<file path="config.mk">
export PLATFORM = sky130hd
export DESIGN_NAME = ipt_walker
export DESIGN_NICKNAME = d
export VERILOG_FILES = /design/src/rtl/ipt_pkg.sv /design/src/rtl/ipt_hash.sv /design/src/rtl/ipt_table.sv /design/src/rtl/ipt_walk_fsm.sv /design/src/rtl/ipt_walker.sv
export SDC_FILE = /design/constraint.sdc
export NUM_CORES = 1
export LEC_CHECK = 0
export BUFFER_PORTS_ARGS = -buffer_cell sky130_fd_sc_hd__buf_4
export CAP_MARGIN = 5
export CELL_PAD_IN_SITES_DETAIL_PLACEMENT = 1
export CELL_PAD_IN_SITES_GLOBAL_PLACEMENT = 2
export CORE_AREA = 2 2 273 167
export DETAILED_ROUTE_END_ITERATION = 6
export DIE_AREA = 0 0 275 169
export MAX_ROUTING_LAYER = met4
export PLACE_DENSITY = 0.72
export RECOVER_POWER = 50
export SLEW_MARGIN = 15
export SYNTH_ARGS = -nofsm -noshare
export SYNTH_HDL_FRONTEND = slang
export SYNTH_SLANG_ARGS = --single-unit
</file>
<file path="constraint.sdc">
create_clock -name clk_i -period 5.75 [get_ports clk_i]
set_clock_uncertainty 0.15 [all_clocks]
set_input_delay 0.575 -clock clk_i [delete_from_list [all_inputs] [get_ports clk_i]]
set_output_delay 0.575 -clock clk_i [all_outputs]
set_load 0.02 [all_outputs]
</file>
<file path="src/rtl/ipt_pkg.sv">
package ipt_pkg;

  typedef enum logic [1:0] {
    ST_HIT   = 2'd0,
    ST_FAULT = 2'd1,
    ST_PROT  = 2'd2,
    ST_LOOP  = 2'd3
  } ipt_status_e;

  typedef enum logic [1:0] {
    ACC_RD  = 2'd0,
    ACC_WR  = 2'd1,
    ACC_EX  = 2'd2,
    ACC_RSV = 2'd3
  } ipt_acc_e;

  typedef enum logic [1:0] {
    S_IDLE = 2'd0,
    S_WALK = 2'd1,
    S_RESP = 2'd2
  } walk_state_e;

endpackage

</file>
<file path="src/rtl/ipt_hash.sv">
module ipt_hash #(
  parameter int VPN_W = 12,
  parameter int IDX_W = 4
) (
  input  logic [VPN_W-1:0] vpn_i,
  output logic [IDX_W-1:0] idx_o
);
  localparam int SLICES = (VPN_W + IDX_W - 1) / IDX_W;
  localparam int PAD_W  = SLICES * IDX_W;

  logic [PAD_W-1:0] pad;
  assign pad = PAD_W'(vpn_i);

  always_comb begin
    idx_o = '0;
    for (int i = 0; i < SLICES; i++) begin
      idx_o = idx_o ^ pad[i*IDX_W +: IDX_W];
    end
  end
endmodule

</file>
<file path="src/rtl/ipt_table.sv">
module ipt_table #(
  parameter int IDX_W = 4,
  parameter int PID_W = 4,
  parameter int VPN_W = 12
) (
  input  logic             clk_i,
  input  logic             rst_ni,
  input  logic             we_i,
  input  logic [IDX_W-1:0] widx_i,
  input  logic [PID_W-1:0] wpid_i,
  input  logic [VPN_W-1:0] wvpn_i,
  input  logic [2:0]       wprot_i,
  input  logic             wlive_i,
  input  logic [IDX_W:0]   wnext_i,
  input  logic [IDX_W-1:0] ridx_i,
  output logic             rlive_o,
  output logic [PID_W-1:0] rpid_o,
  output logic [VPN_W-1:0] rvpn_o,
  output logic [2:0]       rprot_o,
  output logic [IDX_W:0]   rnext_o
);
  localparam int NFRAMES = 1 << IDX_W;

  logic [NFRAMES-1:0] live_q;
  logic [PID_W-1:0]   pid_q  [NFRAMES];
  logic [VPN_W-1:0]   vpn_q  [NFRAMES];
  logic [2:0]         prot_q [NFRAMES];
  logic [IDX_W:0]     next_q [NFRAMES];

  // only the live bits need reset; dead entries never match
  always_ff @(posedge clk_i or negedge rst_ni) begin
    if (!rst_ni)   live_q <= '0;
    else if (we_i) live_q[widx_i] <= wlive_i;
  end

  always_ff @(posedge clk_i) begin
    if (we_i) begin
      pid_q[widx_i]  <= wpid_i;
      vpn_q[widx_i]  <= wvpn_i;
      prot_q[widx_i] <= wprot_i;
      next_q[widx_i] <= wnext_i;
    end
  end

  assign rlive_o = live_q[ridx_i];
  assign rpid_o  = pid_q[ridx_i];
  assign rvpn_o  = vpn_q[ridx_i];
  assign rprot_o = prot_q[ridx_i];
  assign rnext_o = next_q[ridx_i];
endmodule

</file>
<file path="src/rtl/ipt_walk_fsm.sv">
module ipt_walk_fsm
  import ipt_pkg::*;
#(
  parameter int IDX_W = 4,
  parameter int PID_W = 4,
  parameter int VPN_W = 12
) (
  input  logic             clk_i,
  input  logic             rst_ni,
  input  logic             req_valid_i,
  output logic             req_ready_o,
  input  logic [PID_W-1:0] req_pid_i,
  input  logic [VPN_W-1:0] req_vpn_i,
  input  logic [1:0]       req_acc_i,
  input  logic [IDX_W-1:0] home_idx_i,
  output logic [IDX_W-1:0] rd_idx_o,
  input  logic             ent_live_i,
  input  logic [PID_W-1:0] ent_pid_i,
  input  logic [VPN_W-1:0] ent_vpn_i,
  input  logic [2:0]       ent_prot_i,
  input  logic [IDX_W:0]   ent_next_i,
  output logic             resp_valid_o,
  input  logic             resp_ready_i,
  output logic [1:0]       resp_status_o,
  output logic [IDX_W-1:0] resp_frame_o,
  output logic [2:0]       resp_prot_o
);
  walk_state_e      state_q;
  logic [IDX_W-1:0] cur_q, step_q, frame_q;
  logic [PID_W-1:0] pid_q;
  logic [VPN_W-1:0] vpn_q;
  logic [1:0]       acc_q;
  ipt_status_e      status_q;
  logic [2:0]       prot_q;

  logic       owner, chain_end, last_step, perm_ok;
  logic [3:0] prot_ext;

  always_comb begin
    owner     = ent_live_i && (ent_pid_i == pid_q) && (ent_vpn_i == vpn_q);
    chain_end = !ent_live_i || ent_next_i[IDX_W];
    last_step = (step_q == {IDX_W{1'b1}});
    prot_ext  = {1'b0, ent_prot_i};   // reserved code hits the zero bit
    perm_ok   = prot_ext[acc_q];
  end

  always_ff @(posedge clk_i or negedge rst_ni) begin
    if (!rst_ni) begin
      state_q  <= S_IDLE;
      cur_q    <= '0;
      step_q   <= '0;
      pid_q    <= '0;
      vpn_q    <= '0;
      acc_q    <= '0;
      status_q <= ST_HIT;
      frame_q  <= '0;
      prot_q   <= '0;
    end else begin
      unique case (state_q)
        S_IDLE: if (req_valid_i) begin
          pid_q   <= req_pid_i;
          vpn_q   <= req_vpn_i;
          acc_q   <= req_acc_i;
          cur_q   <= home_idx_i;
          step_q  <= '0;
          state_q <= S_WALK;
        end
        S_WALK: begin
          if (owner) begin
            status_q <= perm_ok ? ST_HIT : ST_PROT;
            frame_q  <= cur_q;
            prot_q   <= ent_prot_i;
            state_q  <= S_RESP;
          end else if (chain_end) begin
            status_q <= ST_FAULT;
            frame_q  <= '0;
            prot_q   <= '0;
            state_q  <= S_RESP;
          end else if (last_step) begin
            status_q <= ST_LOOP;
            frame_q  <= '0;
            prot_q   <= '0;
            state_q  <= S_RESP;
          end else begin
            cur_q  <= ent_next_i[IDX_W-1:0];
            step_q <= step_q + 1'b1;
          end
        end
        S_RESP: if (resp_ready_i) state_q <= S_IDLE;
        default: state_q <= S_IDLE;
      endcase
    end
  end

  assign req_ready_o   = (state_q == S_IDLE);
  assign rd_idx_o      = cur_q;
  assign resp_valid_o  = (state_q == S_RESP);
  assign resp_status_o = status_q;
  assign resp_frame_o  = frame_q;
  assign resp_prot_o   = prot_q;
endmodule

</file>
<file path="src/rtl/ipt_walker.sv">
module ipt_walker #(
  parameter int IDX_W = 4,
  parameter int PID_W = 4,
  parameter int VPN_W = 12
) (
  input  logic             clk_i,
  input  logic             rst_ni,
  input  logic             req_valid_i,
  output logic             req_ready_o,
  input  logic [PID_W-1:0] req_pid_i,
  input  logic [VPN_W-1:0] req_vpn_i,
  input  logic [1:0]       req_acc_i,
  output logic             resp_valid_o,
  input  logic             resp_ready_i,
  output logic [1:0]       resp_status_o,
  output logic [IDX_W-1:0] resp_frame_o,
  output logic [2:0]       resp_prot_o,
  input  logic             wr_valid_i,
  output logic             wr_ready_o,
  input  logic [IDX_W-1:0] wr_frame_i,
  input  logic [PID_W-1:0] wr_pid_i,
  input  logic [VPN_W-1:0] wr_vpn_i,
  input  logic [2:0]       wr_prot_i,
  input  logic             wr_live_i,
  input  logic [IDX_W:0]   wr_next_i
);
  logic [IDX_W-1:0] home_idx, rd_idx;
  logic             ent_live;
  logic [PID_W-1:0] ent_pid;
  logic [VPN_W-1:0] ent_vpn;
  logic [2:0]       ent_prot;
  logic [IDX_W:0]   ent_next;
  logic             idle;

  ipt_hash #(.VPN_W(VPN_W), .IDX_W(IDX_W)) u_hash (
    .vpn_i(req_vpn_i),
    .idx_o(home_idx)
  );

  ipt_table #(.IDX_W(IDX_W), .PID_W(PID_W), .VPN_W(VPN_W)) u_table (
    .clk_i  (clk_i),
    .rst_ni (rst_ni),
    .we_i   (wr_valid_i && idle),
    .widx_i (wr_frame_i),
    .wpid_i (wr_pid_i),
    .wvpn_i (wr_vpn_i),
    .wprot_i(wr_prot_i),
    .wlive_i(wr_live_i),
    .wnext_i(wr_next_i),
    .ridx_i (rd_idx),
    .rlive_o(ent_live),
    .rpid_o (ent_pid),
    .rvpn_o (ent_vpn),
    .rprot_o(ent_prot),
    .rnext_o(ent_next)
  );

  ipt_walk_fsm #(.IDX_W(IDX_W), .PID_W(PID_W), .VPN_W(VPN_W)) u_fsm (
    .clk_i        (clk_i),
    .rst_ni       (rst_ni),
    .req_valid_i  (req_valid_i),
    .req_ready_o  (idle),
    .req_pid_i    (req_pid_i),
    .req_vpn_i    (req_vpn_i),
    .req_acc_i    (req_acc_i),
    .home_idx_i   (home_idx),
    .rd_idx_o     (rd_idx),
    .ent_live_i   (ent_live),
    .ent_pid_i    (ent_pid),
    .ent_vpn_i    (ent_vpn),
    .ent_prot_i   (ent_prot),
    .ent_next_i   (ent_next),
    .resp_valid_o (resp_valid_o),
    .resp_ready_i (resp_ready_i),
    .resp_status_o(resp_status_o),
    .resp_frame_o (resp_frame_o),
    .resp_prot_o  (resp_prot_o)
  );

  assign req_ready_o = idle;
  assign wr_ready_o  = idle;
endmodule

</file>
; After elaboration in Yosys (flattened, before gate mapping)
; Memories as Yosys holds them, arrays and structs flattened.
; Index checks and enable logic that the tools add are counted.
[word_totals]
word_cells = 80
ff_bits = 53
mem_bits_rw = 384
out_inout_bits = 12
n_memories = 4
[mem_list]
columns = name, depth, width, read_ports, rd_ports_with_merged_regs, wr, line
row1 = u_table.vpn_q, 16, 12, 1, 0, 1, ipt_table.sv:26  ; logic [VPN_W-1:0] vpn_q [NFRAMES];
row2 = u_table.next_q, 16, 5, 1, 0, 1, ipt_table.sv:28  ; logic [IDX_W:0] next_q [NFRAMES];
row3 = u_table.pid_q, 16, 4, 1, 0, 1, ipt_table.sv:25  ; logic [PID_W-1:0] pid_q [NFRAMES];
row4 = u_table.prot_q, 16, 3, 1, 0, 1, ipt_table.sv:27  ; logic [2:0] prot_q [NFRAMES];
[classes]
reduce_logical = 13
order_cmp = 4
muxes = 35
n_eq_ne = 11
bitwise = 2
n_addsub = 1
[ops]
columns = cell, count
row1 = two-way mux 4 bit, 11
row2 = two-way mux 2 bit, 9
row3 = bitwise mux 16 bit, 1
row4 = case mux 4 bit (2 select lines), 2
row5 = equality test 12 bit, 1
row6 = "< comparator 4 x 5 -> 1 bit, second input constant", 2
row7 = two-way mux 3 bit, 3
row8 = "!= test 2 bit, second input constant", 4
row9 = XOR 4 bit, 2
row10 = case mux 2 bit (3 select lines), 1
row11 = two-way mux 1 bit, 5
row12 = AND reduction 5 bit, 1
row13 = "adder 4 x 1 -> 4 bit, second input constant", 1
row14 = binary-select mux 1 bit (select 4 bit), 1
row15 = demux 1 bit (select 4 bit), 1
row16 = equality test 4 bit, 1
row17 = "equality test 4 bit, second input constant", 1
row18 = ">= comparator 4 x 1 -> 1 bit, second input constant", 1
row19 = logical AND 1 bit, 4
row20 = "!= test 4 x 1 -> 1 bit, second input constant", 1
row21 = AND reduction 2 bit, 2
row22 = "< comparator 2 x 3 -> 1 bit, second input constant", 1
row23 = AND reduction 3 bit, 1
row24 = nonzero test 3 bit, 1
row25 = other kinds (8), 8

; Logic depth before layout (Yosys ltp)
; Gate-level depths: netlist of the first run.
[depth]
ltp_word = 7
mapped_depth = 13
ltp_nobuf = 9

; Hierarchy
; From an unflattened synthesis of the first run, not the netlist that was laid out.
[hier_totals]
hier_cells = 816
hier_area_um2 = 17125.2
[by_module_without_submodules]
columns = module, area_each_um2, instances, seq_area_each_um2, cells_per_inst
row1 = ipt_table, 15159.5, 1, 11931.4, 652
row2 = ipt_walk_fsm, 1856.8, 1, 925.9, 158
row3 = ipt_hash, 95.1, 1, 0.0, 4
row4 = ipt_walker, 13.8, 1, 0.0, 2

; Worst setup path after synthesis of the first run
; No wires, ideal clock.
[synth_path]
kind = register -> register
startpoint = reg u_fsm.state_q[0]
endpoint = reg u_table.live_q[0]
required_time_ns = 5.475
arrival_time_ns = 3.525
path_slack_ns = 1.950
synth_period_minus_slack_ns = 3.800
path_buffers = 0
stages_incl_launch_ff = 6
cell_sequence = dfrtp_1 nor2_1 nand2_1 or3_1 nor3_1 mux2_2
[synth_between]
elab_chain_len = 2
[synth_rtl]
columns = element, line
row1 = start: declaration, ipt_walk_fsm.sv:28  ; walk_state_e state_q;
row2 = start signal: assignment, ipt_walk_fsm.sv:49  ; state_q <= S_IDLE;
row3 = start signal: assignment, ipt_walk_fsm.sv:66  ; state_q <= S_WALK;
row4 = start signal: assignment, ipt_walk_fsm.sv:73  ; state_q <= S_RESP;
row5 = zero test 2 bit, ipt_walk_fsm.sv:95  ; assign req_ready_o = (state_q == S_IDLE);
row6 = net req_ready_o, ipt_walker.sv:9  ; output logic req_ready_o,
row7 = logical AND 1 bit, ipt_walker.sv:43  ; .we_i (wr_valid_i && idle),
row8 = end signal: indexed assignment, ipt_table.sv:33  ; else if (we_i) live_q[widx_i] <= wlive_i;
row9 = end: declaration, ipt_table.sv:24  ; logic [NFRAMES-1:0] live_q;
; The timed path passes the listed nets, and every way through them passes these cells.
; A chain may end at the register's enable or synchronous reset.

; Worst setup path after layout of the first run
[layout_path]
startpoint = reg u_fsm.cur_q[0] (netlist: u_fsm.rd_idx_o[0])
endpoint = reg u_fsm.step_q[1]
[layout_between]
elab_chain_len = 6
elab_cells_between_ends = 14
[layout_rtl]
columns = element, line
row1 = start: declaration, ipt_walk_fsm.sv:29  ; logic [IDX_W-1:0] cur_q, step_q, frame_q;
row2 = start signal: assignment, ipt_walk_fsm.sv:64  ; cur_q <= home_idx_i;
row3 = start signal: assignment, ipt_walk_fsm.sv:85  ; cur_q <= ent_next_i[IDX_W-1:0];
row4 = memory read (16 x 4 bit) / binary-select mux 1 bit (select 4 bit) (equally long branches), --
row5 = equality test 4 bit / two-way mux 1 bit (equally long branches), "ipt_walk_fsm.sv:40, ipt_table.sv:45"
row6 = logical AND 1 bit / zero test 1 bit (equally long branches), "ipt_walk_fsm.sv:40, ipt_walk_fsm.sv:41"
row7 = logical AND 1 bit / logical OR 1 bit (equally long branches), "ipt_walk_fsm.sv:40, ipt_walk_fsm.sv:41"
row8 = != test 2 bit (no line), --
row9 = AND reduction 5 bit (no line) (*), --
row10 = end signal: assignment, ipt_walk_fsm.sv:86  ; step_q <= step_q + 1'b1;
row11 = end: declaration, ipt_walk_fsm.sv:29
; Every way passes the cells marked *; elsewhere a longest branch is shown, timed or not. The select of a mux whose other input is x is not followed.

==> results of run 1 <==
-- flip-flops by register name, summed over array words and instances, names as in the netlist, 4 cells and up --
register            cells
u_fsm.rd_idx_o          4
u_fsm.vpn_q            12
u_table.live_q         16
u_fsm.step_q            4
u_fsm.resp_frame_o      4
u_table.pid_q          64
u_table.prot_q         48
u_table.next_q         80
u_table.vpn_q         192
u_fsm.pid_q             4
-- area by class of cell --
cell class                 count  area, sq um  area share [%]
sequential                   437        12900            64.6
multi-input combinational    374         4440            22.3
clock buffer                  58         1120            5.62
tap                          589          737            3.70
timing repair buffer          92          593            2.98
clock inverter                16          126           0.635
inverter                       7         26.3           0.132
-- critical path, stage by stage (launching register included) --
cell and delay, ps:
dfrtp_4 1010, buf_4 370, mux4_2 530, xnor2_1 160, nand4_1 110, a211oi_1 70, a41o_1 280, and4b_4 240
a21oi_4 400, nand2_2 150, mux2_1 340
-- how the worst max path moves through the flow --
stage	end	from	cells after the start
2_1_floorplan	u_table.live_q[0]$_DFFE_PN0P_	u_fsm.state_q[0]$_DFFE_PN0P_	5
3_3_place_gp	u_fsm.rd_idx_o[2]$_DFFE_PN0P_	u_fsm.rd_idx_o[0]$_DFFE_PN0P_	10
4_1_cts	u_fsm.step_q[1]$_DFFE_PN0P_	u_fsm.rd_idx_o[0]$_DFFE_PN0P_	10
5_1_grt	u_fsm.step_q[1]$_DFFE_PN0P_	u_fsm.rd_idx_o[0]$_DFFE_PN0P_	10
3_5_place_dp	u_fsm.step_q[1]$_DFFE_PN0P_	u_fsm.rd_idx_o[0]$_DFFE_PN0P_	10
6_report	u_fsm.step_q[1]$_DFFE_PN0P_	u_fsm.rd_idx_o[0]$_DFFE_PN0P_	10
-- metrics by stage --
stage	hold slack, ps	total power [W]
after floorplan	129	0.00580
after global placement	336	0.00659
after detailed placement	345	0.00664
after CTS	72.5	0.00925
after global routing	80.6	0.00954
final	100	0.00914
-- cells in the mapped netlist (all sizes together), types with 6 or more instances --
cell type / number
and3: 6
mux2: 38
buf: 29
nor2: 26
nand2: 43
a31o: 7
edfxtp: 384
o21ai: 7
dfrtp: 53
nand3: 10
nor2b: 6
xor2: 11
a21oi: 8
mux4: 100
clkbuf: 11
mux2i: 41
xnor2: 21
inv: 6
-- metal layers --
layer	share of wire, %	wire (microns)	vias to the layer above
met5	0	0	-
met1	47	21300	4730
met3	5.8	2640	65
met2	45	20700	238
met4	1.9	844	0
li1	-	-	3673
-- cells by family after synthesis --
kind of cell / share of synthesized area, %
adder cells (fa/ha/maj): 0.0717
flip-flops: 73.7
XOR/XNOR: 1.61
buffers and inverters: 1.48
AO/OA/AOI/OAI: 2.57
AND/OR/NAND/NOR: 2.86
multiplexers: 17.7
-- power breakdown --
part | internal (W) | switching (W) | total, W
clock network | 0.00142 | 0.00119 | 0.00260
logic | 0.00124 | 0.00132 | 0.00256
registers | 0.00365 | 0.000329 | 0.00398
total | 0.00631 | 0.00284 | 0.00914
==> metrics list, run 1 <==
- Depth of the worst register-to-register path: 10
- Overall Global Routing Usage: 20.7%
- Htree depth: 2
- Worst r2r src: u_fsm.rd_idx_o[0]$_DFFE_PN0P_
- Counting every sink on the clock net gives 437.
* Post-CTS Hold Fix Bufs: 1
* Leakage component of the power: 6.63 nW
- Of all nets on the critical path, the largest fanout is 40.
- Dividing the detail-routed wire length by the instance count gives 28.9 microns.
- TritonCTS built the clock tree.
* Syn-to-layout area delta: 14.1%
- In this run the most critical hold path is launched from req_pid_i[3].
* Global-route wire length before repair: 66.4 mm
- Setup violations remaining at the end of the flow were counted as 0.
- Post-Syn Area per Cell: 20.3 sq um
- Final worst slack: 1810 ps
- OpenSTA, run right after detailed placement, puts the worst setup slack at 1760 ps.
- For the worst-skew pair, the clock arrives at the later sink with an insertion delay of 560 ps.
- For flop-to-flop paths, the worst setup slack is 1810 ps.
- Starting Density: 39.5%
* Number of slew-limit violations in the final report: 28
- Met3 usage: 4.10%
- STA classifies the critical path startpoint as a flip-flop.
- Post-synthesis net count: 911
- Cells resized by post-CTS repair: 0
- At the end of routability-driven placement, the weighted congestion stood at 0.736.
* Number of warnings reported in the yosys synthesis log: 0
- Design Area, Final: 19,900 sq um
* Number of buffers on the longest clock path: 3
- The synthesized design contains 437 register bits.
- Data arrives at the worst endpoint at 4220 ps.
- Final std cells w/o fill: 1,573
- Most area-hungry cell type in the Yosys netlist: edfxtp_1
- Sequential cell area fraction in the yosys report: 73.7%
* Busiest layer in global routing: met2
- Port buffering added 63 buffers.
* Outcome: complete, but fails checks
* Initial antenna violation count: 0
* Final critical path time including I/O delays and setup: 3940 ps
- VDD sags by at most 245 uV.
* Placed cell area: 18,800 sq um
- Commonest non-fill, non-tap cells in the layout: edfxtp_1, mux4_2, buf_4, dfrtp_1, clkbuf_1
- Slew at the pin with the worst max-slew slack: 1820 ps
* Startpoint-to-endpoint class of the critical path: flip-flop to flip-flop
- Using the TritonRoute via totals, the vias-per-cell ratio works out to 5.53.
* Final Routed Wirelength: 45.5 mm
- DIE AREA: 46,500 sq um
- For hold timing, the worst endpoint is u_fsm.pid_q[3]$_DFFE_PN0P_.
- Power spread over the standard cell area amounts to 459 nW/um^2.
* Portion of synthesized cell area occupied by the leading cell type: 66.1%
- Placed cell count: 1,498
- Worst r2r dst: u_fsm.step_q[1]$_DFFE_PN0P_
- Leaving out fill and tap cells, the most frequent cell in the layout is edfxtp_1.
- HPWL Detailed: 26.4 mm
- Number of cells on the worst hold path: 2
- Buffers inserted during clock tree synthesis total 41.
* Setup repair after global routing missed its margin: no
* Number of top-level pins: 64
- The post-route netlist has 29.6% of its cells at a drive strength greater than 1.
- Once detail routing completed, the nets flagged for antenna violations numbered 0.
- Fill cells in the final layout number 4,131.
- For the worst setup path, the data required time is 6030 ps.
- Global-route met1 utilization: 30.1%
- Cell variety after synth: 54
- Cells fill 45.1% of the core in the end.
- Total setup buffers inserted after CTS: 0
* Number of design rule violations left after detail routing: 0
- Clock input transition at the sequential cells of the worst setup and hold paths: 60 ps
* Root Buffer: clkbuf_16
- Pin count of the biggest net entering global routing: 54
* Period utilization: 68.5%
- Measured along the x axis, the die boundary spans 275 microns.
- After floorplanning, the core was divided into 60 placement rows.
* Die outline height: 169 microns
- Final hold vios: 0
- Counting every instance in the synthesized netlist gives 858.
- For this run, the top clock speed supported by timing is 254 MHz.
- Global routing consumed, on the met2 layer, 30.5% of the routing resources.
- Final sum of negative setup slack: 0 ps
- 0 antenna diodes ended up in the layout.
* Grt ovf: 0
- The final reports fail on capacitance limit, slew limit.
- The via count of the first global-routing pass was 9,233.
- The first detailed-routing pass ran for 5 iterations.
* EDFF count, synth: 384
- Worst min-delay path class: input pin to flip-flop
- Layout net count: 1,006
* Headroom to the max-slew limit: -21.0%
* Top post-synthesis cells by area: edfxtp_1, mux4_2, dfrtp_1
* Syn Std Cell Area: 17,400 sq um
- Violation count after the first detailed-route iteration: 844
* Maximum Capacitance Violations: 1
- Top flip-flop cell by instance count after synthesis: edfxtp_1
- Endpoint class of the critical path: flip-flop
- Across all layers, the routed design uses 8,706 vias.
- The floorplan step defined a core boundary enclosing 44,100 sq um.
- Fraction of registers with async set/reset: 12.1%
Note: power is estimated with default switching activity, not from simulation.
==> run 2: changes to the inputs <==
==> constraint.sdc (replaced) <==
create_clock -name clk_i -period 3.8 [get_ports clk_i]
set_clock_uncertainty 0.15 [all_clocks]
set_input_delay 0.38 -clock clk_i [delete_from_list [all_inputs] [get_ports clk_i]]
set_output_delay 0.38 -clock clk_i [all_outputs]
set_load 0.02 [all_outputs]
==> run 2 against run 1 <==
Against the previous run: the flow still finishes with violations (capacitance limit, slew limit); setup slack worse by 1600 ps; sequential share of layout area down 2.7 points; sequential cell count unchanged; critical endpoint is now u_fsm.resp_frame_o[1]$_DFFE_PN0P_; design area up 4.3%; global-route usage up 0.35 points; wire length up 1.1%; non-clock buffer count up 69; critical path depth up 1; clock power up 58%; combinational power up 67%; die area unchanged; largest cell class unchanged.
==> metrics list, run 2 (synthesized netlist as in run 1, its figures left out) <==
- Crit path max-delay cell type: dfrtp_4 (unchanged)
* Insertion delay to the later sink of the worst-skew pair: 570 ps (was 560 ps)
- The worst hold margin was 27.6 ps (was 100 ps).
- Met3 wire len: 2.62 mm (was 2.64 mm)
- Violation count after the first detailed-route iteration: 875 (was 844)
- Commonest non-fill, non-tap cells in the layout: edfxtp_1, mux4_2, buf_4, dfrtp_1 (was edfxtp_1, mux4_2, buf_4, dfrtp_1, clkbuf_1).
- Maximum Capacitance Violations: 1 (unchanged)
- The register containing the most flip-flops in the final layout is u_table.vpn_q (unchanged).
* Beginning of the worst hold path: resp_ready_i (was req_pid_i[3])
- The type of the worst setup path is flip-flop to flip-flop (unchanged).
- The number of antenna violations at the first check in global routing was 0 (unchanged).
- Overall Global Routing Usage: 21.1% (was 20.7%)
- Internal portion of total power: 0.00991 W (was 0.00631 W)
- Final std cells w/o fill: 1,644 (was 1,573)
- Required time at the endpoint of the critical path: 4140 ps (was 6030 ps)
* Number of buffers added by the clock tree synthesis step: 41 (unchanged)
- Comb power frac: 30.0% (was 28.0%)
* Via count: 8,977 (was 8,706)
- The number of buffers inserted by port buffering is 63 (unchanged).
- Clk network pwr share: 28.9% (was 28.5%)
- Die outline height: 169 microns (unchanged)
- Final Routed Wirelength: 46.0 mm (was 45.5 mm)
- The detailed-route wire length per cell was 28.0 microns (was 28.9 microns).
- Count of fill cells added during filler insertion: 4,116 (was 4,131)
- The TritonCTS clock tree was built (unchanged).
- Total setup buffers inserted after CTS: 0 (unchanged)
- The final hold violation count was 0 (unchanged).
- Starting Density: 39.5% (unchanged)
- Number of buffers on the longest clock path: 3 (unchanged)
- Placed cell count: 1,526 (was 1,498)
- The area of combinational cells with multiple inputs was 4440 sq um (unchanged).
- Root Buffer: clkbuf_16 (unchanged)
- Post-CTS Hold Fix Bufs: 42 (was 1)
- The I/O pin count was 64 (unchanged).
- Worst path max stage delay: 760 ps (was 1010 ps)
- Htree depth: 2 (unchanged)
- The growth of design area from synthesis to finish came to 19.0% (was 14.1%).
- Row Count: 60 (unchanged)
- Slew at the pin with the worst max-slew slack: 1670 ps (was 1820 ps)
* Global-route wire length before repair: 67.9 mm (was 66.4 mm)
- Sw frac: 30.6% (was 31.0%)
* Grt ovf: 0 (unchanged)
* Met2 wirelength from detailed routing: 21.3 mm (was 20.7 mm)
- Final critical path time including I/O delays and setup: 3590 ps (was 3940 ps)
- Outcome: complete, but fails checks (unchanged)
- The via count normalized by instance count was 5.46 (was 5.53).
* Total net switching power: 0.00437 W (was 0.00284 W)
* Final sum of negative setup slack: 0 ps (unchanged)
- The number of endpoints failing setup at the final stage was 0 (unchanged).
- The pin count of the biggest net entering global routing was 54 (unchanged).
- The share of post-route cells with drive strength above 1 was 30.4% (was 29.6%).
* Leakage component of the power: 7.01 nW (was 6.63 nW)
- The part of the total power dissipated in sequential elements came to 41.1% (was 43.6%).
* Met1 Routed Length: 21.3 mm (about the same)
- The start point of the critical path was u_fsm.rd_idx_o[1]$_DFFE_PN0P_ (was u_fsm.rd_idx_o[0]$_DFFE_PN0P_).
- The worst voltage drop across the vdd grid came to 423 uV (was 245 uV).
- The startpoint of the lowest-slack register-to-register path is u_fsm.rd_idx_o[1]$_DFFE_PN0P_ (was u_fsm.rd_idx_o[0]$_DFFE_PN0P_).
* Failing checks: capacitance limit, slew limit (unchanged)
* Overall die width: 275 microns (unchanged)
* Count of antenna-violating nets left after detailed routing: 0 (unchanged)
* Dominant cell type by count on the critical path: mux2i_1
* GP Congestion: 0.759 (was 0.736)
- The number of instances resized during post-cts repair was 0 (unchanged).
- The flip-flop count of the largest register after layout was 192 (unchanged).
* Clock sinks: 437 (unchanged)
- Highest clock frequency the design can meet: 278 MHz (was 254 MHz)
* Worst Setup Start Kind: flip-flop (unchanged)
* Arrival @ worst endpoint: 3930 ps (was 4220 ps)
* Power density of the placed cells: 688 nW/um^2 (was 459 nW/um^2)
- The footprint of the flip-flops and latches is 12,900 sq um (unchanged).
* Cell-by-cell listing of the critical path: buf_12 > mux4_2 > mux2i_1 > mux2i_1 > xnor2_1 > o2111a_1 > and4b_4 > nand2_2 > buf_4 > o31ai_2 > a31o_1 (was buf_4 > mux4_2 > xnor2_1 > nand4_1 > a211oi_1 > a41o_1 > and4b_4 > a21oi_4 > nand2_2 > mux2_1)
- Top sig layer: met4 (unchanged)
* N_diodes: 0 (unchanged)
* Layout net count: 1,075 (was 1,006)
* Number of slew-limit violations in the final report: 54 (was 28)
* Core area: 44,100 sq um (unchanged)
- Final design utilization: 47.0% (was 45.1%)
- The first-pass detailed-route iteration total is 4 (was 5).
- The via count of the first global-routing pass came to 9,473 (was 9,233).
- Number of design rule violations left after detail routing: 0 (unchanged)
- The area of the die was 46,500 sq um (unchanged).
* Critical-path maximum fanout: 37 (was 40)
- The most common library cell in the layout ignoring fill and taps is edfxtp_1 (unchanged).
- HPWL Detailed: 28.4 mm (was 26.4 mm)
- The worst max-slew margin expressed relative to the limit was -11.7% (was -21.0%).
- Clock input transition at the sequential cells of the worst setup and hold paths: 60 ps (about the same)
- Period utilization: 94.5% (was 68.5%)
* Top Registers: u_table.vpn_q (192), u_table.next_q (80), u_table.pid_q (64) (unchanged)
- Endpoint class of the critical path: flip-flop (unchanged)
* Worst min-delay path class: input pin to flip-flop (unchanged)
- Setup repair after global routing missed its margin: no (unchanged)
-- run 2: critical path, delay by kind of cell, from the launching register on --
family                 cells  cell delay, ps
AO/OA/AOI/OAI              3             610
flip-flops                 1             760
multiplexers               3             850
AND/OR/NAND/NOR            2             410
buffers and inverters      2             500
XOR/XNOR                   1             210
-- run 2: area by class of cell --
cell class              instances  share of cell area, %
well taps                     589                   3.55
inverters                       7                  0.127
clock inverters                17                  0.940
clock buffers                  59                   5.51
flip-flops and latches        437                   62.0
multi-input cells             374                   21.4
repair buffers                161                   6.51
-- run 2: metrics by stage --
step,power [W],instance area (sq um),setup WS (ps)
after global routing,0.0149,20800,0.798
after global placement,0.0102,19100,279
final,0.0143,20800,207
after floorplan,0.00877,17400,0.476
after detailed placement,0.0103,19100,190
after CTS,0.0144,20900,183
-- run 2: final timing paths --
kind,endpoint,slack (ps),cells past startpoint
min reg2reg,u_table.live_q[11]$_DFFE_PN0P_,360,1
max reg2reg,u_fsm.resp_frame_o[1]$_DFFE_PN0P_,210,11
min,u_fsm.state_q[1]$_DFFE_PN0P_,30,4
max,u_fsm.resp_frame_o[1]$_DFFE_PN0P_,210,11
max in group asynchronous,u_fsm.rd_idx_o[0]$_DFFE_PN0P_,1620,2
min in group asynchronous,u_table.live_q[5]$_DFFE_PN0P_,610,2
-- run 2: per-layer routing --
metal	vias up	track usage (%)
li1	3822	-
met1	4834	30.8
met2	264	31.5
met3	57	3.45
met4	0	3.88
met5	-	-
-- run 2: power by group through the flow --
stage / clock [W] / sequential, W / combinational, W
after floorplan: 0 / 0.00575 / 0.00303
after global placement: 0 / 0.00596 / 0.00423
after detailed placement: 0 / 0.00598 / 0.00429
after CTS: 0.00420 / 0.00588 / 0.00434
after global routing: 0.00440 / 0.00592 / 0.00459
final: 0.00412 / 0.00587 / 0.00428
==> run 3: changes to the inputs <==
--- a/config.mk
+++ b/config.mk
@@ -13,7 +13,7 @@
 export DETAILED_ROUTE_END_ITERATION = 6
 export DIE_AREA = 0 0 275 169
 export MAX_ROUTING_LAYER = met4
-export PLACE_DENSITY = 0.72
+export PLACE_DENSITY_LB_ADDON = 0.1
 export RECOVER_POWER = 50
 export SLEW_MARGIN = 15
 export SYNTH_ARGS = -nofsm -noshare
==> run 3 against run 2 <==
Against the previous run: the flow still finishes with violations (capacitance limit, slew limit); largest power group unchanged; register-to-register slack improved by 170 ps; die area unchanged; clock power increased by 7.5%.
==> metrics list, run 3 (synthesized netlist as in run 1, its figures left out) <==
* Slew at the pin with the worst max-slew slack: 1750 ps (was 1670 ps)
* Comb power frac: 29.5% (was 30.0%)
- The pin count of the biggest net entering global routing was 54 (unchanged).
* Count of fill cells added during filler insertion: 4,055 (was 4,116)
- The number of buffers inserted by port buffering was 63 (unchanged).
* Setup repair after global routing missed its margin: no (unchanged)
- Insertion delay to the later sink of the worst-skew pair: 550 ps (was 570 ps)
* Number of flip-flops under the largest register name: 192 (unchanged)
- N_diodes: 0 (unchanged)
- The minimum clock period after layout is 3430 ps (was 3590 ps).
- The length in cells of the worst reg-to-reg path came to 12 (was 11).
* Number of buffers added by the clock tree synthesis step: 43 (was 41)
- Internal portion of total power: 0.0103 W (was 0.00991 W)
* Total net switching power: 0.00436 W (was 0.00437 W)
- The clock-pin slew reported for the worst setup and hold paths after clock tree synthesis came to 60 ps (about the same).
- The routability-driven placement congestion ratio was 0.777 (was 0.759).
* Endpoint class of the critical path: flip-flop (unchanged)
* Fraction of power consumed by sequential logic: 40.2% (was 41.1%)
- Hold Path End: u_table.live_q[10]$_DFFE_PN0P_ (was u_fsm.state_q[1]$_DFFE_PN0P_)
* Starting Density: 39.5% (unchanged)
* Worst r2r src: u_fsm.rd_idx_o[1]$_DFFE_PN0P_ (unchanged)
- The via count of the first global-routing pass came to 9,603 (was 9,473).
* Period utilization: 90.2% (was 94.5%)
- The number of DRC violations after detailed routing is 0 (unchanged).
- Outcome: complete, but fails checks (unchanged).
* Pwr Total: 0.0146 W (was 0.0143 W)
- The start point of the critical path is u_fsm.rd_idx_o[1]$_DFFE_PN0P_ (unchanged).
- Global-route met1 utilization: 30.8% (about the same)
- Number of top-level pins: 64 (unchanged)
- Failing checks: capacitance limit, slew limit (unchanged)
- Most common cell after layout, fill and taps aside: edfxtp_1 (unchanged)
- The number of design-rule violations left by the first detailed-router iteration was 890 (was 875).
* HPWL Detailed: 29.4 mm (was 28.4 mm)
- DIE AREA: 46,500 sq um (unchanged)
- The register containing the most flip-flops in the final layout is u_table.vpn_q (unchanged).
- Leakage component of the power: 7.09 nW (was 7.01 nW)
- Syn-to-layout area delta: 19.8% (was 19.0%)
- The type of the worst setup path is flip-flop to flip-flop (unchanged).
- Worst Setup Start Kind: flip-flop (unchanged)
- The flop-to-flop setup slack is 370 ps (was 210 ps).
- The number of max-cap violations is 1 (unchanged).
* Number of setup violations in the final report: 0 (unchanged)
* Global-route wire length before repair: 69.8 mm (was 67.9 mm)
- The leftover overflow at the end of global routing came to 0 (unchanged).
- Headroom to the max-slew limit: -16.6% (was -11.7%)
- The largest fanout on the critical path came to 25 (was 37).
- Busiest layer in global routing: met2 (unchanged)
* Initial antenna violation count: 0 (unchanged)
- The total power divided by cell area is 699 nW/um^2 (was 688 nW/um^2).
* Beginning of the worst hold path: wr_live_i (was resp_ready_i)
- The share of post-route cells with drive strength above 1 was 30.8% (was 30.4%).
- Die outline height: 169 microns (unchanged)
- Commonest non-fill, non-tap cells in the layout: edfxtp_1, mux4_2, buf_4, dfrtp_1, clkbuf_16 (was edfxtp_1, mux4_2, buf_4, dfrtp_1)
* Number of search-and-repair iterations in the first detailed-routing pass: 5 (was 4)
- The maximum achievable frequency is 292 MHz (was 278 MHz).
- The CTS sink count came to 437 (unchanged).
- Layout net count: 1,081 (was 1,075)
* Sw frac: 29.8% (was 30.6%)
- The row count was 60 (unchanged).
- The worst voltage drop across the vdd grid was 240 uV (was 423 uV).
- Arrival @ worst endpoint: 3760 ps (was 3930 ps)
* Core area: 44,100 sq um (unchanged)
- TritonCTS clock tree: built (unchanged)
- The routing usage on met3 came to 4.11% (was 3.45%).
* Overall die width: 275 microns (unchanged)
- Htree depth: 2 (unchanged)
- Final sum of negative setup slack: 0 ps (unchanged)
- The deepest clock path buffer count is 3 (unchanged).
* Required time at the endpoint of the critical path: 4140 ps (about the same)
- Number of cells on the worst hold path: 2 (was 4)
- Overall Global Routing Usage: 22.0% (was 21.1%)
- The detailed-route wire length per cell was 29.1 microns (was 28.0 microns).
- Met2 Resource Use GR: 33.6% (was 31.5%)
- The clock root buffer is clkbuf_16 (unchanged).
- Final Routed Wirelength: 48.0 mm (was 46.0 mm)
- Number of slew-limit violations in the final report: 54 (unchanged)
- Worst min-delay path class: input pin to flip-flop (unchanged)
- Worst r2r dst: u_fsm.resp_frame_o[3]$_DFFE_PN0P_ (was u_fsm.resp_frame_o[1]$_DFFE_PN0P_)
- The final hold violation count came to 0 (unchanged).
- Clk network pwr share: 30.3% (was 28.9%)
- The number of nets with antenna violations after detailed routing is 0 (unchanged).
- The number of buffers inserted to repair setup after CTS is 0 (unchanged).
* Top Registers: u_table.vpn_q (192), u_table.next_q (80), u_table.pid_q (64) (unchanged)
* Via density per instance: 5.44 (was 5.46)
- The overall via count from detail_route was 8,971 (was 8,977).
## run 3: cell types whose count changed in the layout (fill, tap and decap cells not counted)
cell,change
clkinv_1,+5
dlygate4sd3_1,+1
bufinv_16,+3
inv_6,-1
clkinv_2,+2
clkbuf_8,-2
clkinv_4,+1
clkbuf_1,-6
buf_4,+2
clkinv_8,-3
clkbuf_16,+4
## run 3: per-layer routing
metal  routed length, microns  up-vias
met3                     2830       58
li1                         -     3832
met5                        0        -
met2                    22800      247
met4                      724        0
met1                    21700     4834
## run 3: timing repair
action | CTS | global route
hold buffers | 43 | 0
endpoints found under the hold margin | 435 | 0
resized for setup | 0 | 0
## run 3: worst max path at each step
stage | endpoint | slack, ps | cells after the start
floorplan | u_table.live_q[0]$_DFFE_PN0P_ | 0.5 | 5
global placement | u_fsm.resp_status_o[1]$_DFFE_PN0P_ | 360 | 9
detailed placement | u_fsm.resp_frame_o[3]$_DFFE_PN0P_ | 360 | 11
CTS | u_fsm.resp_frame_o[3]$_DFFE_PN0P_ | 340 | 11
global route | u_fsm.resp_frame_o[2]$_DFFE_PN0P_ | 160 | 11
finish | u_fsm.resp_frame_o[3]$_DFFE_PN0P_ | 370 | 12
## run 3: cell type report
class | instances | area [sq um] | area share [%]
repair buffers | 165 | 1380 | 6.61
flip-flops and latches | 437 | 12900 | 61.5
inverters | 7 | 26.3 | 0.126
well taps | 589 | 737 | 3.52
clock inverters | 24 | 265 | 1.27
multi-input cells | 374 | 4440 | 21.2
clock buffers | 54 | 1190 | 5.69
## run 3: power by group through the flow
| stage | Clock [W] | Sequential, W | Combinational (W) |
|---|---|---|---|
| after detailed placement | 0 | 0.00597 | 0.00434 |
| final | 0.00443 | 0.00587 | 0.00431 |
| after global placement | 0 | 0.00596 | 0.00427 |
| after floorplan | 0 | 0.00575 | 0.00303 |
| after CTS | 0.00453 | 0.00588 | 0.00439 |
| after global routing | 0.00470 | 0.00591 | 0.00465 |
## run 3: stage by stage
step / worst slack [ps] / utilization, % / cell area, sq um / hold WS (ps) / cells
2_1_floorplan: 0.476 / - / 17400 / -65.6 / 858
3_3_place_gp: 358 / 43.4 / 19100 / 337 / 1529
3_5_place_dp: 359 / 43.4 / 19100 / 346 / 1529
4_1_cts: 336 / 47.6 / 21000 / 10.1 / 1650
5_1_grt: 155 / 47.4 / 20900 / 69.9 / 1650
6_report: 372 / 47.4 / 20900 / 63.8 / 1650
## run 3: worst max-delay path: stages, from the launching register on
cell and delay [ps]:
dfrtp_4 650, buf_12 270, mux4_2 520, mux2i_1 160, mux2i_1 130, buf_4 180
xnor2_1 130, o2111a_1 200, and4b_4 310, nand2_2 110, buf_4 200, o31ai_2 200
a31o_1 130
